`src/rtl/sdram_init_pkg.sv`:
```
// Shared definitions for the SDRAM power-up sequencer.
// Assumes a 2-bit command code understood by the command-bus driver.
package sdram_init_pkg;

    typedef enum logic [1:0] {
        CMD_NOP   = 2'd0,
        CMD_PREA  = 2'd1,
        CMD_LOAD  = 2'd2,
        CMD_AREF  = 2'd3
    } mem_cmd_t;

    // Script steps in issue order; ST_DONE is terminal.
    typedef enum logic [3:0] {
        ST_WAIT = 4'd0,
        ST_PRE1 = 4'd1,
        ST_LDX  = 4'd2,
        ST_LDM  = 4'd3,
        ST_PRE2 = 4'd4,
        ST_REF1 = 4'd5,
        ST_REF2 = 4'd6,
        ST_LDR  = 4'd7,
        ST_HOLD = 4'd8,
        ST_DONE = 4'd9
    } step_t;

endpackage

```
`src/rtl/sdram_init_timer.sv`:
```
// Step-length counter. Counts the cycles spent in the current step.
// It flags the first cycle (command slot) and the last cycle (advance).
// Assumes len >= 1 and len stays constant while a step runs.
module sdram_init_timer #(
    parameter int CNT_W = 16
) (
    input  logic             clk,
    input  logic             rst_n,
    input  logic [CNT_W-1:0] len,
    output logic             first,
    output logic             last
);
    logic [CNT_W-1:0] cnt;

    // Count up within a step, wrap to zero on the step's last cycle.
    always_ff @(posedge clk) begin
        if (!rst_n)
            cnt <= '0;
        else if (last)
            cnt <= '0;
        else
            cnt <= cnt + 1'b1;
    end

    // Decode the slot position from the count.
    always_comb begin
        first = (cnt == '0);
        last  = (cnt == len - 1'b1);
    end
endmodule

```
`src/rtl/sdram_init_step.sv`:
```
// Step register for the power-up script. Advances one step each time the
// timer reports the last cycle of a step. It stops in ST_DONE.
// Assumes the timer's last flag is valid every cycle.
module sdram_init_step
    import sdram_init_pkg::*;
(
    input  logic  clk,
    input  logic  rst_n,
    input  logic  last,
    output step_t step
);
    // Move to the next script step at the end of the current one.
    always_ff @(posedge clk) begin
        if (!rst_n)
            step <= ST_WAIT;
        else if (last && step != ST_DONE)
            step <= step_t'(step + 4'd1);
    end
endmodule

```
`src/rtl/sdram_init_decode.sv`:
```
// Command decoder. Turns the current step and the command-slot flag into
// the command code, bank lines and address lines. Outside the command slot,
// and in the wait, hold and done steps, it drives NOP with zero bank and
// address. Assumes AP_BIT < ADDR_W.
module sdram_init_decode
    import sdram_init_pkg::*;
#(
    parameter int                ADDR_W        = 13,
    parameter int                BA_W          = 2,
    parameter int                AP_BIT        = 10,
    parameter logic [ADDR_W-1:0] EXT_VAL       = '0,
    parameter logic [ADDR_W-1:0] MODE_INIT_VAL = '0,
    parameter logic [ADDR_W-1:0] MODE_RUN_VAL  = '0
) (
    input  step_t             step,
    input  logic              first,
    output mem_cmd_t          cmd,
    output logic [BA_W-1:0]   ba,
    output logic [ADDR_W-1:0] addr
);
    localparam logic [ADDR_W-1:0] PREA_ADDR = ADDR_W'(1) << AP_BIT;
    localparam logic [BA_W-1:0]   SEL_MODE  = BA_W'(0);
    localparam logic [BA_W-1:0]   SEL_EXT   = BA_W'(1);

    // Map the step to its command and bus values during the command slot.
    always_comb begin
        cmd  = CMD_NOP;
        ba   = '0;
        addr = '0;
        if (first) begin
            unique case (step)
                ST_PRE1, ST_PRE2: begin
                    cmd  = CMD_PREA;
                    addr = PREA_ADDR;
                end
                ST_LDX: begin
                    cmd  = CMD_LOAD;
                    ba   = SEL_EXT;
                    addr = EXT_VAL;
                end
                ST_LDM: begin
                    cmd  = CMD_LOAD;
                    ba   = SEL_MODE;
                    addr = MODE_INIT_VAL;
                end
                ST_LDR: begin
                    cmd  = CMD_LOAD;
                    ba   = SEL_MODE;
                    addr = MODE_RUN_VAL;
                end
                ST_REF1, ST_REF2: cmd = CMD_AREF;
                default: cmd = CMD_NOP;
            endcase
        end
    end
endmodule

```
`src/rtl/sdram_init_seq.sv`:
```
// SDRAM power-up initialization sequencer (top).
// After reset it idles for CLK_MHZ*IDLE_US cycles and then runs a fixed script.
// Every command is followed by its spacing in NOPs. A HOLD_CYC hold-off
// follows the final register load, and then init_done is raised.
// Assumes the spacing parameters are >= 1 and HOLD_CYC >= T_MRD.
module sdram_init_seq
    import sdram_init_pkg::*;
#(
    parameter int                ADDR_W        = 13,
    parameter int                BA_W          = 2,
    parameter int                AP_BIT        = 10,
    parameter int                CLK_MHZ       = 100,
    parameter int                IDLE_US       = 200,
    parameter int                T_RP          = 3,
    parameter int                T_MRD         = 2,
    parameter int                T_RFC         = 8,
    parameter int                HOLD_CYC      = 200,
    parameter logic [ADDR_W-1:0] EXT_VAL       = '0,
    parameter logic [ADDR_W-1:0] MODE_INIT_VAL = 13'h0162,
    parameter logic [ADDR_W-1:0] MODE_RUN_VAL  = 13'h0062
) (
    input  logic              clk,
    input  logic              rst_n,
    output logic [1:0]        mem_cmd,
    output logic [BA_W-1:0]   mem_ba,
    output logic [ADDR_W-1:0] mem_addr,
    output logic              busy,
    output logic              init_done
);
    localparam int IDLE_CYC = CLK_MHZ * IDLE_US;
    localparam int GAP_A    = (T_RP > T_MRD) ? T_RP : T_MRD;
    localparam int GAP_MAX  = (GAP_A > T_RFC) ? GAP_A : T_RFC;
    localparam int LEN_A    = (IDLE_CYC > HOLD_CYC) ? IDLE_CYC : HOLD_CYC;
    localparam int MAX_LEN  = (LEN_A > GAP_MAX + 1) ? LEN_A : GAP_MAX + 1;
    localparam int CNT_W    = $clog2(MAX_LEN + 1);

    step_t            step;
    logic             first;
    logic             last;
    logic [CNT_W-1:0] len;
    mem_cmd_t         cmd;

    // Length in cycles of the current step: command slot plus its NOP spacing.
    always_comb begin
        unique case (step)
            ST_WAIT:          len = CNT_W'(IDLE_CYC);
            ST_PRE1, ST_PRE2: len = CNT_W'(T_RP + 1);
            ST_LDX, ST_LDM:   len = CNT_W'(T_MRD + 1);
            ST_REF1, ST_REF2: len = CNT_W'(T_RFC + 1);
            ST_HOLD:          len = CNT_W'(HOLD_CYC);
            default:          len = CNT_W'(1);
        endcase
    end

    sdram_init_timer #(.CNT_W(CNT_W)) u_timer (
        .clk   (clk),
        .rst_n (rst_n),
        .len   (len),
        .first (first),
        .last  (last)
    );

    sdram_init_step u_step (
        .clk   (clk),
        .rst_n (rst_n),
        .last  (last),
        .step  (step)
    );

    sdram_init_decode #(
        .ADDR_W        (ADDR_W),
        .BA_W          (BA_W),
        .AP_BIT        (AP_BIT),
        .EXT_VAL       (EXT_VAL),
        .MODE_INIT_VAL (MODE_INIT_VAL),
        .MODE_RUN_VAL  (MODE_RUN_VAL)
    ) u_decode (
        .step  (step),
        .first (first),
        .cmd   (cmd),
        .ba    (mem_ba),
        .addr  (mem_addr)
    );

    // Drive the command port and the status flags from the step register.
    always_comb begin
        mem_cmd   = cmd;
        init_done = (step == ST_DONE);
        busy      = (step != ST_DONE);
    end
endmodule

```
`config.mk`:
```
export PLATFORM = sky130hd
export DESIGN_NAME = sdram_init_seq
export DESIGN_NICKNAME = d
export VERILOG_FILES = /design/src/rtl/sdram_init_pkg.sv /design/src/rtl/sdram_init_timer.sv /design/src/rtl/sdram_init_step.sv /design/src/rtl/sdram_init_decode.sv /design/src/rtl/sdram_init_seq.sv
export SDC_FILE = /design/constraint.sdc
export NUM_CORES = 1
export LEC_CHECK = 0
export BUFFER_PORTS_ARGS = -buffer_cell sky130_fd_sc_hd__buf_2
export CAP_MARGIN = 20
export CORE_MARGIN = 1.5
export CORE_UTILIZATION = 45
export CTS_BUF_LIST = sky130_fd_sc_hd__clkbuf_4 sky130_fd_sc_hd__clkbuf_8
export CTS_CLUSTER_SIZE = 30
export DETAILED_ROUTE_END_ITERATION = 6
export PLACE_DENSITY = 0.67
export RECOVER_POWER = 100
export SKIP_LAST_GASP = 1
export SLEW_MARGIN = 20
export SYNTH_ARGS = -nofsm -noshare
export SYNTH_HDL_FRONTEND = slang
export SYNTH_SLANG_ARGS = --single-unit
```
`constraint.sdc`:
```
create_clock -name clk -period 3.7 [get_ports clk]
set_clock_uncertainty 0.05 [all_clocks]
set_input_delay 0.37 -clock clk [delete_from_list [all_inputs] [get_ports clk]]
set_output_delay 0.37 -clock clk [all_outputs]
set_load 0.005 [all_outputs]
```
* Word level (Yosys, flattened, before mapping)
Memory sizes are Yosys's and may differ from the RTL's. A register that Yosys moved wholly into a read port is not among the register bits.
Index checks and enable logic that the tools add are counted.
** Storage, ports and cells
- Bits in registers :: 19
- Bits in read-only memories :: 176
- Input port bits :: 2
- Output and inout bits :: 19
- Memories :: 1
** Memory list
- (name not given) :: words 16, width 11, rd ports 1, clocked after Yosys merged registers in 1, wr ports 0, line sdram_init_seq.sv:45 : unique case (step)
** Operators by class
- $add $sub $neg :: 3
- Equal/unequal tests :: 10
- Mux-type cells :: 8
- Bitwise operators :: 1
- Reduce and logical (&&, ||, !) cells :: 6
** Operator list (count)
- $pmux W11 S3 :: 1
- $eq A4 B3 Y1 const B :: 4
- $add A15 B1 Y15 const B :: 1
- $eq A15 B15 Y1 :: 1
- $logic_not A15 Y1 :: 1
- $sub A15 B1 Y15 const B :: 1
- $mux W13 :: 1
- $eq A4 B2 Y1 const B :: 2
- $mux W4 :: 2
- $pmux W2 S3 :: 1
- $reduce_or A2 Y1 :: 3
- $add A4 B1 Y4 const B :: 1
- $eq A4 B1 Y1 const B :: 1
- $eq A4 B4 Y1 const B :: 1
- $mux W2 :: 2
- $ne A4 B4 Y1 const B :: 1
- $reduce_or A3 Y1 :: 1
- $logic_and A1 B1 Y1 :: 1
- $mux W1 :: 1
- $not A1 Y1 :: 1

* Longest topological paths before layout
- Depth after elaboration :: 5
- Gate-level depth with buffers :: 12
- Gate-level depth less buffers :: 12

* Modules after synthesis
Synthesis repeated with hierarchy kept, for this count alone.
** Second synthesis, totals
- Cells, all modules :: 206
- Area total of the unflattened synthesis :: 1664.1 µm²
** Modules (own cells, without submodules)
- sdram_init_timer :: instances 1, cells an instance 142, area each 1172.4 µm²
- sdram_init_step :: instances 1, cells an instance 22, area each 203.9 µm²
- sdram_init_decode :: instances 1, cells an instance 24, area each 167.7 µm²
- sdram_init_seq :: instances 1, cells an instance 18, area each 120.1 µm²

* Worst setup path before layout
OpenSTA, ideal clock, no wires.
- Kind :: reg-to-reg
- Start :: reg, netlist name len[0]
- End :: reg, netlist name len[3]
- Data arrival time :: 2.668 ns
- Setup slack :: 0.866 ns
- Stages on the path, launching flop included :: 11
- Buffers on the path :: 0
- Clock period less this slack :: 2.834 ns
- Cell sequence :: dfxtp_1 -> inv_1 -> ha_1 -> nor3b_1 -> xnor2_1 -> nand4_1 -> nor4_1 -> nor2_1 -> o21ai_1 -> ha_1 -> a22o_1
** On the way
- Longest elaborated chain between the ends :: 5
** RTL lines
- $sub A15 B1 Y15 :: line sdram_init_timer.sv:28 : last = (cnt == len - 1'b1);
- $eq A15 B15 Y1 :: line sdram_init_timer.sv:28
- $logic_and A1 B1 Y1 :: line sdram_init_step.sv:16 : else if (last && step != ST_DONE)
- $mux W4 (no line) (2 in series)
Every way passes these cells.
A chain may end at the register's enable or synchronous reset.

* Final worst setup path
- Start :: reg, netlist name len[0]
- End :: reg, netlist name len[3]
** On the way
- Longest elaborated chain between the ends :: 5
** RTL lines (line)
- $sub A15 B1 Y15 :: sdram_init_timer.sv:28
- $eq A15 B15 Y1 :: sdram_init_timer.sv:28
- $logic_and A1 B1 Y1 :: sdram_init_step.sv:16
- $mux W4 (no line) (2 in series)
Every way passes these cells.

==> impl_summary.md <==
Clock tree
The post-cts resize count is 0. The H-tree depth is 1. Clock-pin slew was measured on the worst setup and hold paths at 80 ps. At the later pin of the worst-skew pair, clock insertion delay measures 270 ps. Clock tree synthesis inserted a total of 3 buffers. TritonCTS built the clock tree.

The clock root buffer is clkbuf_8. The tree built by TritonCTS fans out to 25 sinks. After clock tree synthesis, the setup repair step added 0 buffers.

The largest buffer count on any clock path is 2. The count of hold buffers inserted by post-cts repair is 0.

Logic synthesis
The most used flip-flop cell after synthesis is dfxtp_1. In this run, synthesis inferred 0 flip-flops with an integrated enable. The share of the Yosys chip area taken by registers is 0.299.

Each instance of the synthesized netlist takes up on average 8.68 µm². Yosys mapped the design onto 47 distinct sky130hd cell types. The synthesized design contains 25 register bits. For this run, the number of Yosys warnings is 0.

The mapped netlist covers 0.00168 mm². Synthesis handed over a netlist of 193 instances. For this run, asynchronously set or reset flops after synthesis account for 0.

Pwr
Of the total power, combinational logic draws 0.046. The leakage power figure is 0.684 nW. VDD sags by at most 200 µV. The power consumption is 0.000463 W.

The share of total power dissipated in the clock network is 0.358. The switching power is 0.0000998 W. The total power divided by cell area is 266 mW/mm².

The fraction of power spent switching nets is 0.216. Internal power comes to 0.000363 W. The relative contribution of sequential cells to total power is 0.596.

Run
The number of max-cap violations is 0.

Detailed routing
The via count of the routed design is 1241. The average detailed-routed wire length per instance is 12.1 µm. The detail route stage leaves a number of antenna-violating nets equal to 0. The average via count per standard cell is 5.02. The first detailed-routing pass took 4 iterations. After detailed routing, the number of remaining DRC violations is 0.

For this block, the routed nets add up to 2990 µm of wire. The number of design-rule violations left by the first detailed-router iteration is 39.

Place
The HPWL reported at the end of detailed placement is 2290 µm. The cell area reported after detailed placement is 0.00172 mm². At the end of routability-driven placement, the weighted congestion stood at 0.763. Port buffering added 11 buffers. The number of cells in the design after placement is 243.

Outcome
The flow ran to the end, and the final reports show no timing, DRC or antenna violations.

Worst setup path
The setup path with the least slack is of type flip-flop to flip-flop. The most frequent cell on the critical path is ha_1. The slowest stage of the critical path is the nor4_1 cell. The maximum fanout count along the critical path is 6.

The delay contributed by the slowest stage of the critical path is 510 ps. For the worst setup path, the data required time is 3810 ps. The worst setup path is captured at a flip-flop. STA classifies the critical path startpoint as a flip-flop. Grouping stages by cell kind, the critical path spends the most delay in simple AND/OR/NAND/NOR gates.

Traced cell by cell, the critical path runs through inv_1 -> ha_1 -> nor3b_1 -> xnor2_1 -> nand4_1 -> nor4_1 -> nor2_1 -> o21ai_1 -> ha_1 -> a22o_1. Together, buffers and inverters on the worst path number 1. For the worst setup path, the data arrival time is 3190 ps.

Timing
The final total negative setup slack is 0 ps. Across all hold checks on the routed design, the worst slack comes to 423 ps. The final number of max-transition violations is 0.

Headroom to the max-slew limit came out at 0.560. The number of failing hold endpoints at the final stage is 0. Dividing the final minimum period by the clock period gives 0.832. At the pin with the least slew margin, the transition time is 660 ps.

Setup repair after global routing left no endpoint under its margin. The post-route minimum period is 3080 ps. Setup violations remaining at the end of the flow were counted as 0. The achievable frequency is 0.325 GHz.

Global route
The overall global routing resource usage is 0.157. The total global routing overflow is 0. The number of global-route vias before repair is 1154. The initial antenna violation count was 0. The first-pass GRT wire length is 5090 µm. Entering global routing, the biggest net connects 16 pins.

Layout
The final net count is 214. The library cell used most frequently in the layout, excluding fill and tap cells, is nor2_1. After the flow finishes, the layout carries non-filler instances totaling 247. The finished cells cover 0.00174 mm².

The repair_antennas step left the layout with diodes totalling 0. From synthesis to final layout, the design area changed by 4.11%. The fraction of final layout cells sized beyond drive strength 1 is 0.0995. The library cells used most frequently in the layout, excluding fill and tap cells, are nor2_1, dfxtp_1, inv_1, xnor2_1, ha_1. The total of fill cells in the finished design is 363.

Die
The I/O pin count is 21. The horizontal die dimension is 64.0 µm. The initial utilization of the core area, before any placement, comes to 0.487.

In this run the core area contains 21 standard-cell rows. The floorplan step defined a core boundary enclosing 0.00344 mm². The floorplan step set the die height to 64.0 µm. The overall die area is 0.00410 mm².

Worst hold path
The tightest min-delay check is of the input pin to flip-flop type.
synth_stat cells, types with 2 or more instances:
master,n,area (µm²)
nor4_2,2,25.0
nor4_1,3,18.8
nand3_1,7,35.0
nor4b_1,2,17.5
nor2b_1,2,12.5
mux2i_2,2,27.5
a211oi_1,2,15.0
mux2i_1,2,20.0
nand2_1,8,30.0
o211ai_1,2,15.0
xnor2_1,15,131
o21ai_0,2,10.0
inv_1,16,60.1
nand4_1,5,31.3
nor3_1,3,15.0
dfxtp_1,25,500
clkbuf_1,3,11.3
nor2_1,26,97.6
nor3b_1,2,15.0
buf_2,2,10.0
buf_4,11,82.6
ha_1,10,125
nand2b_1,4,25.0
xor2_1,9,78.8
and3_1,4,25.0
and2_1,3,18.8
cells by family after synthesis:
logic type               synth area share
AO/OA/AOI/OAI                       0.110
multiplexers                       0.0351
XOR/XNOR                            0.125
AND/OR/NAND/NOR                     0.256
buffers and inverters              0.0978
other                             0.00224
adder cells (fa/ha/maj)            0.0747
flip-flops                          0.299
power by group through the flow:
stage	Combinational, W	Clock [W]	Sequential [W]
after detailed placement	0.0000224	0	0.000283
after CTS	0.0000225	0.000171	0.000276
final	0.0000212	0.000166	0.000276
after global placement	0.0000222	0	0.000283
after global routing	0.0000246	0.000183	0.000277
after floorplan	0.0000235	0	0.000281
metrics by stage:
step	utilization	setup WS, ps
2_1_floorplan	-	866
3_3_place_gp	0.500	700
3_5_place_dp	0.500	605
4_1_cts	0.514	575
5_1_grt	0.507	258
6_report	0.507	622
layout make-up:
class                   count  area [µm²]  area share
clock buffers               4        48.8      0.0280
inverters                  16        60.1      0.0344
multi-input cells         144        1030       0.588
flip-flops and latches     25         500       0.287
well taps                  46        57.6      0.0330
repair buffers             12        51.3      0.0294
metal layers:
| metal | share of wire | GRT usage | vias to the layer above |
|---|---|---|---|
| li1 | - | - | 650 |
| met1 | 0.49 | 0.205 | 567 |
| met2 | 0.46 | 0.253 | 22 |
| met3 | 0.031 | 0.0387 | 2 |
| met4 | 0.011 | 0.0543 | 0 |
| met5 | 0 | 0 | - |
final timing paths:
path | start | endpoint | slack [ps] | depth (start not counted)
worst min register to register | u_timer.cnt[0] | u_timer.cnt[0] | 480 | 1
worst min-delay path | rst_n | u_step.step[0] | 420 | 3
worst max register to register | len[0] | len[3] | 620 | 10
worst max-delay path | len[0] | len[3] | 620 | 10
worst reg2reg max path, delay by kind of cell (launching register included):
family	cells	cell delay, ps
buffers and inverters	1	70
flip-flops	1	340
AND/OR/NAND/NOR	4	1290
AO/OA/AOI/OAI	2	560
XOR/XNOR	1	180
adder cells (fa/ha/maj)	2	490
registers in the layout, summed over array words and instances (netlist names):
signal	cells
u_timer.cnt	15
len	6
u_step.step	4
(Power assumes the default switching activity.)
